`src/rtl/srcsel_pkg.sv`:
```
package srcsel_pkg;

    typedef enum logic [1:0] {
        SRC_CHAN    = 2'd0,
        SRC_RAW     = 2'd1,
        SRC_COUNT   = 2'd2,
        SRC_ALT_RAW = 2'd3
    } src_e;

endpackage

```
`src/rtl/requant_lane.sv`:
```
module requant_lane #(
    parameter int IN_W  = 25,
    parameter int OUT_W = 16,
    parameter int SHIFT = 8
) (
    input  logic signed [IN_W-1:0]  din,
    output logic signed [OUT_W-1:0] dout
);
    localparam int SUM_W = IN_W + 1;
    localparam logic signed [SUM_W-1:0] HALF   = SUM_W'(1) << (SHIFT - 1);
    localparam logic signed [SUM_W-1:0] MAXV   = SUM_W'((1 << (OUT_W - 1)) - 1);
    localparam logic signed [SUM_W-1:0] MINV   = ~MAXV;
    localparam logic signed [SUM_W-1:0] TOP_IN = (MAXV <<< SHIFT) - HALF;
    localparam logic signed [SUM_W-1:0] BOT_IN = (MINV <<< SHIFT) - HALF;

    logic signed [SUM_W-1:0] din_ext;
    logic signed [SUM_W-1:0] sum;
    logic signed [SUM_W-1:0] shifted;

    always_comb begin
        din_ext = {din[IN_W-1], din};
        sum     = din_ext + HALF;
        shifted = sum >>> SHIFT;
        if (shifted > MAXV) begin
            dout = MAXV[OUT_W-1:0];
        end else if (shifted < MINV) begin
            dout = MINV[OUT_W-1:0];
        end else begin
            dout = shifted[OUT_W-1:0];
        end
    end

    always_comb begin
        if (!din[IN_W-1]) begin
            p_sign_pos_r2: assert (!dout[OUT_W-1]);
        end else begin
            p_sign_neg_r2: assert (dout[OUT_W-1] || dout == '0);
        end
        if (din_ext >= TOP_IN) begin
            p_no_overflow_r3: assert (dout == MAXV[OUT_W-1:0]);
        end
        if (din_ext <= BOT_IN) begin
            p_no_underflow_r4: assert (dout == MINV[OUT_W-1:0]);
        end
    end

endmodule

```
`src/rtl/chan_requant.sv`:
```
module chan_requant #(
    parameter int LANES    = 4,
    parameter int IN_W     = 25,
    parameter int IN_FRAC  = 23,
    parameter int OUT_W    = 16,
    parameter int OUT_FRAC = 15
) (
    input  logic [LANES*2*IN_W-1:0]  din,
    output logic [LANES*2*OUT_W-1:0] dout
);
    localparam int SHIFT = IN_FRAC - OUT_FRAC;
    localparam int PARTS = 2;

    for (genvar k = 0; k < LANES; k++) begin : g_lane
        for (genvar p = 0; p < PARTS; p++) begin : g_part
            logic signed [IN_W-1:0]  part_in;
            logic signed [OUT_W-1:0] part_out;
            assign part_in = din[(k*PARTS+p)*IN_W +: IN_W];
            requant_lane #(
                .IN_W  (IN_W),
                .OUT_W (OUT_W),
                .SHIFT (SHIFT)
            ) lane_i (
                .din  (part_in),
                .dout (part_out)
            );
            assign dout[(k*PARTS+p)*OUT_W +: OUT_W] = part_out;
        end
    end

endmodule

```
`src/rtl/pipe_reg.sv`:
```
module pipe_reg #(
    parameter int W = 128
) (
    input  logic         clk,
    input  logic         rst_n,
    input  logic [W-1:0] d,
    input  logic         d_valid,
    output logic [W-1:0] q,
    output logic         q_valid
);
    always_ff @(posedge clk or negedge rst_n) begin
        if (!rst_n) begin
            q       <= '0;
            q_valid <= 1'b0;
        end else begin
            q       <= d;
            q_valid <= d_valid;
        end
    end

endmodule

```
`src/rtl/chan_source_select.sv`:
```
module chan_source_select
    import srcsel_pkg::*;
#(
    parameter int LANES    = 4,
    parameter int IN_W     = 25,
    parameter int IN_FRAC  = 23,
    parameter int OUT_W    = 16,
    parameter int OUT_FRAC = 15
) (
    input  logic                      clk,
    input  logic                      rst_n,
    input  logic [1:0]                sel,
    input  logic [LANES*2*IN_W-1:0]   chan_data,
    input  logic                      chan_valid,
    input  logic [LANES*2*OUT_W-1:0]  byp_data,
    input  logic                      byp_valid,
    input  logic [LANES*2*OUT_W-1:0]  cnt_data,
    input  logic                      cnt_valid,
    output logic [LANES*2*OUT_W-1:0]  out_data,
    output logic                      out_valid
);
    localparam int WORD_W = LANES * 2 * OUT_W;

    src_e              src;
    logic [WORD_W-1:0] chan_q;
    logic [WORD_W-1:0] pick;
    logic              pick_valid;

    assign src = src_e'(sel);

    chan_requant #(
        .LANES    (LANES),
        .IN_W     (IN_W),
        .IN_FRAC  (IN_FRAC),
        .OUT_W    (OUT_W),
        .OUT_FRAC (OUT_FRAC)
    ) requant_i (
        .din  (chan_data),
        .dout (chan_q)
    );

    always_comb begin
        unique case (src)
            SRC_CHAN: begin
                pick       = chan_q;
                pick_valid = chan_valid;
            end
            SRC_COUNT: begin
                pick       = cnt_data;
                pick_valid = cnt_valid;
            end
            SRC_RAW, SRC_ALT_RAW: begin
                pick       = byp_data;
                pick_valid = byp_valid;
            end
            default: begin
                pick       = byp_data;
                pick_valid = byp_valid;
            end
        endcase
    end

    pipe_reg #(
        .W (WORD_W)
    ) out_reg_i (
        .clk     (clk),
        .rst_n   (rst_n),
        .d       (pick),
        .d_valid (pick_valid),
        .q       (out_data),
        .q_valid (out_valid)
    );

    p_raw_pass_r6: assert property (@(posedge clk) disable iff (!rst_n)
        (sel == 2'd1) |=> (out_data == $past(byp_data) && out_valid == $past(byp_valid)));

    p_count_pass_r7: assert property (@(posedge clk) disable iff (!rst_n)
        (sel == 2'd2) |=> (out_data == $past(cnt_data) && out_valid == $past(cnt_valid)));

    p_alt_raw_r8: assert property (@(posedge clk) disable iff (!rst_n)
        (sel == 2'd3) |=> (out_data == $past(byp_data) && out_valid == $past(byp_valid)));

    p_chan_valid_r9: assert property (@(posedge clk) disable iff (!rst_n)
        (sel == 2'd0) |=> (out_valid == $past(chan_valid)));

endmodule

```
`config.mk`:
```
export PLATFORM = sky130hd
export DESIGN_NAME = chan_source_select
export DESIGN_NICKNAME = d
export VERILOG_FILES = /design/src/rtl/srcsel_pkg.sv /design/src/rtl/requant_lane.sv /design/src/rtl/chan_requant.sv /design/src/rtl/pipe_reg.sv /design/src/rtl/chan_source_select.sv
export SDC_FILE = /design/constraint.sdc
export NUM_CORES = 1
export LEC_CHECK = 0
export BUFFER_PORTS_ARGS = -buffer_cell sky130_fd_sc_hd__buf_2
export CAP_MARGIN = 40
export CORE_AREA = 2 2 229 231
export CTS_BUF_LIST = sky130_fd_sc_hd__clkbuf_4
export DETAILED_ROUTE_END_ITERATION = 6
export DIE_AREA = 0 0 231 233
export HOLD_SLACK_MARGIN = 0.02
export PLACE_DENSITY_LB_ADDON = 0.3
export RECOVER_POWER = 25
export SLEW_MARGIN = 5
export SYNTH_ARGS = -nofsm -noshare
export SYNTH_HDL_FRONTEND = slang
export SYNTH_SLANG_ARGS = --single-unit
```
`constraint.sdc`:
```
create_clock -name clk -period 0.8 [get_ports clk]
set_input_delay 0.08 -clock clk [delete_from_list [all_inputs] [get_ports clk]]
set_output_delay 0.08 -clock clk [all_outputs]
set_load 0.05 [all_outputs]
```
* Word-level counts from Yosys, hierarchy flattened
Index checks and enable logic that the tools add are counted.
** Word-level totals
- Register bits after elaboration :: 129
- Output and inout bits :: 129
** Operators by class
- Add/subtract/negate cells :: 8
- Magnitude comparators :: 16
- Equal/unequal tests :: 3
- Multiplexer cells :: 18
- Reductions and logical operators :: 2
** Operators with widths (number)
- 128-bit one-hot mux with 3 select lines :: 1
- 16-bit two-way mux :: 16
- 25-bit by 9-bit adder with 26-bit output, second input constant :: 8
- 18-bit by 16-bit > comparator with 1-bit output, second input constant :: 8
- 18-bit by 16-bit less-than comparator with 1-bit output, second input constant :: 8
- 2-bit equality test, second input constant :: 2
- 1-bit one-hot mux with 3 select lines :: 1
- 2-bit by 1-bit equality test with 1-bit output, second input constant :: 1
- 2-bit zero test :: 1
- 2-bit OR reduction :: 1

* Longest topological paths before layout
- Depth in word-level cells :: 5
- Gate-level depth with buffers :: 7
- Depth with buffers taken out :: 6

* Modules after synthesis
A second synthesis with hierarchy kept.
** Unflattened totals
- Cells, all modules :: 1302
- Area, all modules :: 10650.2 µm²
** Modules (own cells, without submodules)
- requant_lane at requant_i.g_lane[0].g_part[0].lane_i ... :: times used 7, cells each 93, area each 575.6 µm², seq. area each 0.0 µm²
- pipe_reg :: times used 1, cells each 129, area each 3228.1 µm², seq. area each 3228.1 µm²
- chan_source_select :: times used 1, cells each 431, area each 2773.9 µm², seq. area each 0.0 µm²
- requant_lane at requant_i.g_lane[0].g_part[1].lane_i :: times used 1, cells each 91, area each 619.3 µm², seq. area each 0.0 µm²

* Worst setup path before layout
No wires, ideal clock.
- Path kind :: input to register
- Start point :: in chan_data[57]
- End point :: reg out_reg_i.q[32]
- Library setup time :: 158 ps
- Data arrival time :: 1512 ps
- Data required time :: 642 ps
- Setup slack :: -870 ps
- Stages :: 6
- Buffers on the path :: 0
- Cell sequence :: ha_1 -> nand4_1 -> nor4_1 -> a21oi_1 -> o21ai_1 -> o211ai_1
** Between the ends
- Word-level cells in the longest chain between the ends :: 5
** Ends and longest elaborated chain
- start: declaration :: line chan_source_select.sv:13 : input logic [LANES*2*IN_W-1:0] chan_data,
- 25-bit by 9-bit adder with 26-bit output * :: line requant_lane.sv:22 : sum = din_ext + HALF;
- 18-bit by 16-bit less-than comparator with 1-bit output :: line requant_lane.sv:26 : end else if (shifted < MINV) begin
- 16-bit two-way mux :: line requant_lane.sv:26
- 16-bit two-way mux * :: line requant_lane.sv:24 : if (shifted > MAXV) begin
- 128-bit one-hot mux with 3 select lines * :: line chan_source_select.sv:43 : unique case (src)
- via out_reg_i.d[32] :: line pipe_reg.sv:6 : input logic [W-1:0] d,
- end signal: assignment :: line pipe_reg.sv:13 : q <= '0;
- end signal: assignment :: line pipe_reg.sv:16 : q <= d;
- end: declaration :: line pipe_reg.sv:8 : output logic [W-1:0] q,
The timed path passes the listed nets; every way through them passes the cells marked *.

* Final worst setup path
- Start point :: in chan_data[8]
- End point :: reg out_reg_i.q[1]
Same word-level chain as after synthesis.

==> impl_metrics.yaml <==
pwr:
  p_sw_mw: 9.60
  ir_drop_mv: 0.688
  power_frac_comb_pct: 51.1
  p_clk_share_pct: 17.5
  p_per_area_nw_per_um2: 1050
  swShare_pct: 40.0
  pwr-share-seq_pct: 31.4
  p_int_mw: 14.4
  leakagePower_nw: 10.1
yosys:
  syn_area_per_cell_sq_um: 8.57
  ys_top_cells_by_area: "dfrtp_1 (36%), o211ai_1 (5.3%), xnor2_1 (5.1%), a21oi_1 (4.8%), o22ai_1 (4.8%)"
  synth.top_cell.area_share_pct: 36.2
  netlist_area_sq_um: 8910
  ys.flop_type: "dfrtp_1"
  ys_types: 70
  ys_ff_latch: 129
  syn_nets: 1511
  yosysMostFrequentCell: "dfrtp_1"
  synth-edff-count: 0
  synth_commonest_cells: "dfrtp_1 (129), a21oi_1 (86), o22ai_1 (68)"
  netlist.top_cell.by_area: "dfrtp_1"
  synth_warnings: 0
  yosysSeqAreaShare_pct: 36.2
  synthCells: 1040
  ys_async_sr_fraction_pct: 100
detailed_routing:
  wirelength_mm: 62.5
  via_count: 14554
  post-route-drc-count: 0
  via_per_inst: 4.73
  wl_met2_mm: 31.1
  met3WireLength_mm: 3.99
  first_pass_iters: 5
  drt-met1-wl_mm: 24.1
  ant_nets: 0
  drtIter0Drc: 619
  maxUsedRoutingLayer: "met5"
  wire_per_inst_um: 20.3
floorplanning:
  fp.dieArea_sq_um: 53800
  die_h_um: 233
  initial_core_util_pct: 17.4
  coreArea_sq_um: 51100
  rows: 83
  die_x_um: 231
  io_pins: 592
placement:
  place_area_sq_um: 15500
  dp_hpwl_mm: 42.5
  port_buffers: 535
  preCtsSetupSlack_ns: -1.13
  place_congestion: 0.926
worst_setup_path:
  cpPeakStageDelay_ns: 0.62
  worstPathBufferInverterCount: 3
  slowest_stage: "dlygate4sd3_1"
  crit_family: "buffers and inverters"
  cp_max_fo: 6
  worstPathRequired_ns: 1.37
  crit_chain: "buf_8 -> dlygate4sd3_1 -> ha_4 -> and3_4 -> nand3_4 -> o311a_4 -> o21ai_4 -> buf_12 -> o211ai_1"
  startpoint_type: "primary input"
  cp_num_cells: 9
  critPathCaptureType: "flip-flop"
  critPathKind: "primary input to flip-flop"
  cp_data_arrival_time_ns: 2.16
finish:
  fin_nets: 2849
  syn2layout_area_growth_pct: 156
  postLayoutCellArea_sq_um: 22800
  drive_above_1_share_pct: 50.9
timing:
  max_freq_mhz: 632
  slew_violations: 0
  holdWs_ns: -0.0875
  hold_violations: 18
  fin_crit_ns: 1.58
  worst_slew_pin_slew_ns: 0.565
  rsz0062_at_grt: "yes"
  period_share_pct: 198
  slew_headroom_pct: 62.4
  setup_viol: 378
  finalWorstSetupSlack_ns: -0.781
worst_hold_path:
  worstHoldPathType: "primary input to flip-flop"
  holdPathStages: 5
global_route:
  grt_pass1_vias: 15450
  grt_use_total_pct: 21.7
  grt_max_degree: 36
  grt_pass1_wl_mm: 87.8
  overflow: 0
  grt_antenna_before_repair: 9
clocking:
  clk_path_buf_depth: 2
  cts_tree: "built"
  htree_levels: 4
  clock-root-buffer: "clkbuf_4"
  cts_sinks: 129
  cts-buffers-inserted: 17
  path_clk_slew_ns: 0.13
job:
  maxCapViolations: 0
run_status:
  status: "complete, but fails checks"
  violations: "negative hold slack, negative setup slack"
[state kept, by name (all words and copies together) (netlist names)]
name / flops
out_reg_i.q_valid: 1
out_reg_i.q: 128
[layout by cell type (no fill, tap or decap), drive strengths merged, types with 13 or more instances in the layout]
cell / count
xnor2: 52
dfrtp: 129
a21oi: 97
nand3: 54
nor2: 42
inv: 39
buf: 921
a211oi: 20
nand4: 29
o211ai: 64
o21ai: 65
and3: 49
clkbuf: 32
o22ai: 68
nor3: 26
nand2: 57
dlymetal6s4s: 17
a22oi: 21
xor2: 47
nor4: 20
and4: 13
dlygate4sd3: 413
[metrics by stage]
| step | TNS (ns) | power, mW | util [%] | instances | hold WS, ns |
|---|---|---|---|---|---|
| after detailed placement | -105.69 | 16.2 | 30.4 | 2536 | -0.0562 |
| after global routing | -154.65 | 25.1 | 44.6 | 3076 | -0.146 |
| after CTS | -156.82 | 23.4 | 41.9 | 3040 | -0.237 |
| after floorplan | -66.04 | 11.8 | - | 1040 | -0.216 |
| after global placement | -105.94 | 16.1 | 30.3 | 2535 | -0.0536 |
| final | -143.96 | 24.0 | 44.6 | 3076 | -0.0875 |
[per-layer routing]
metal	global-route usage [%]	vias up
met1	23.4	7040
met5	0	-
met2	38.5	656
li1	-	6677
met4	12.1	4
met3	5.45	177
[logic make-up (layout without fill, tap and decap cells)]
| group | after synthesis | in the layout | synth area share, % |
|---|---|---|---|
| muxes | 2 | 2 | 0.365 |
| DFF | 129 | 129 | 36.2 |
| buffers and inverters | 88 | 1434 | 3.81 |
| other | 0 | 9 | 0 |
| adders and majority gates | 9 | 9 | 1.24 |
| xor gates and xnor gates | 99 | 99 | 9.73 |
| AOI/OAI and AO/OA | 392 | 393 | 28.8 |
| and+or+nand+nor | 321 | 321 | 19.9 |
[power groups by stage]
stage / Combinational, mW / Clock (mW) / Sequential (mW)
after floorplan: 2.09 / 0 / 9.74
after global placement: 8.65 / 0 / 7.49
after detailed placement: 8.71 / 0 / 7.49
after CTS: 11.4 / 4.54 / 7.54
after global routing: 12.9 / 4.67 / 7.58
final: 12.3 / 4.21 / 7.54
[worst paths after layout]
| kind | startpoint | endpoint | slack [ns] |
|---|---|---|---|
| min | chan_data[74] | out_reg_i.q[45] | -0.09 |
| min in group asynchronous | rst_n | out_reg_i.q[36] | 0.41 |
| max in group asynchronous | rst_n | out_reg_i.q[114] | -0.15 |
| max | chan_data[8] | out_reg_i.q[1] | -0.78 |
[timing repair]
| item | in CTS | in global routing |
|---|---|---|
| endpoints found under the hold margin | 258 | 101 |
| pin swaps | 12 | 167 |
| setup endpoints to repair | 174 | 285 |
| gates resized for setup | 288 | 347 |
| cloned | 1 | 5 |
| hold buffers | 464 | 94 |
| buffers inserted | 13 | 50 |
[area by class of cell]
cell class	instances	area (sq um)
diodes	9	22.5
clock buffers	18	135
clock inverters	10	73.8
fillers	4692	28300
inverters	39	149
multi-input cells	824	6940
flip-flops and latches	129	3230
well taps	680	851
repair buffers	1367	11400
[tightest hold or removal path, stage by stage]
cell	delay [ns]
buf_2	0.09
buf_4	0.12
nand2_4	0.07
o21ai_1	0.16
a21oi_1	0.08
Power figures use the tool's default switching activity.
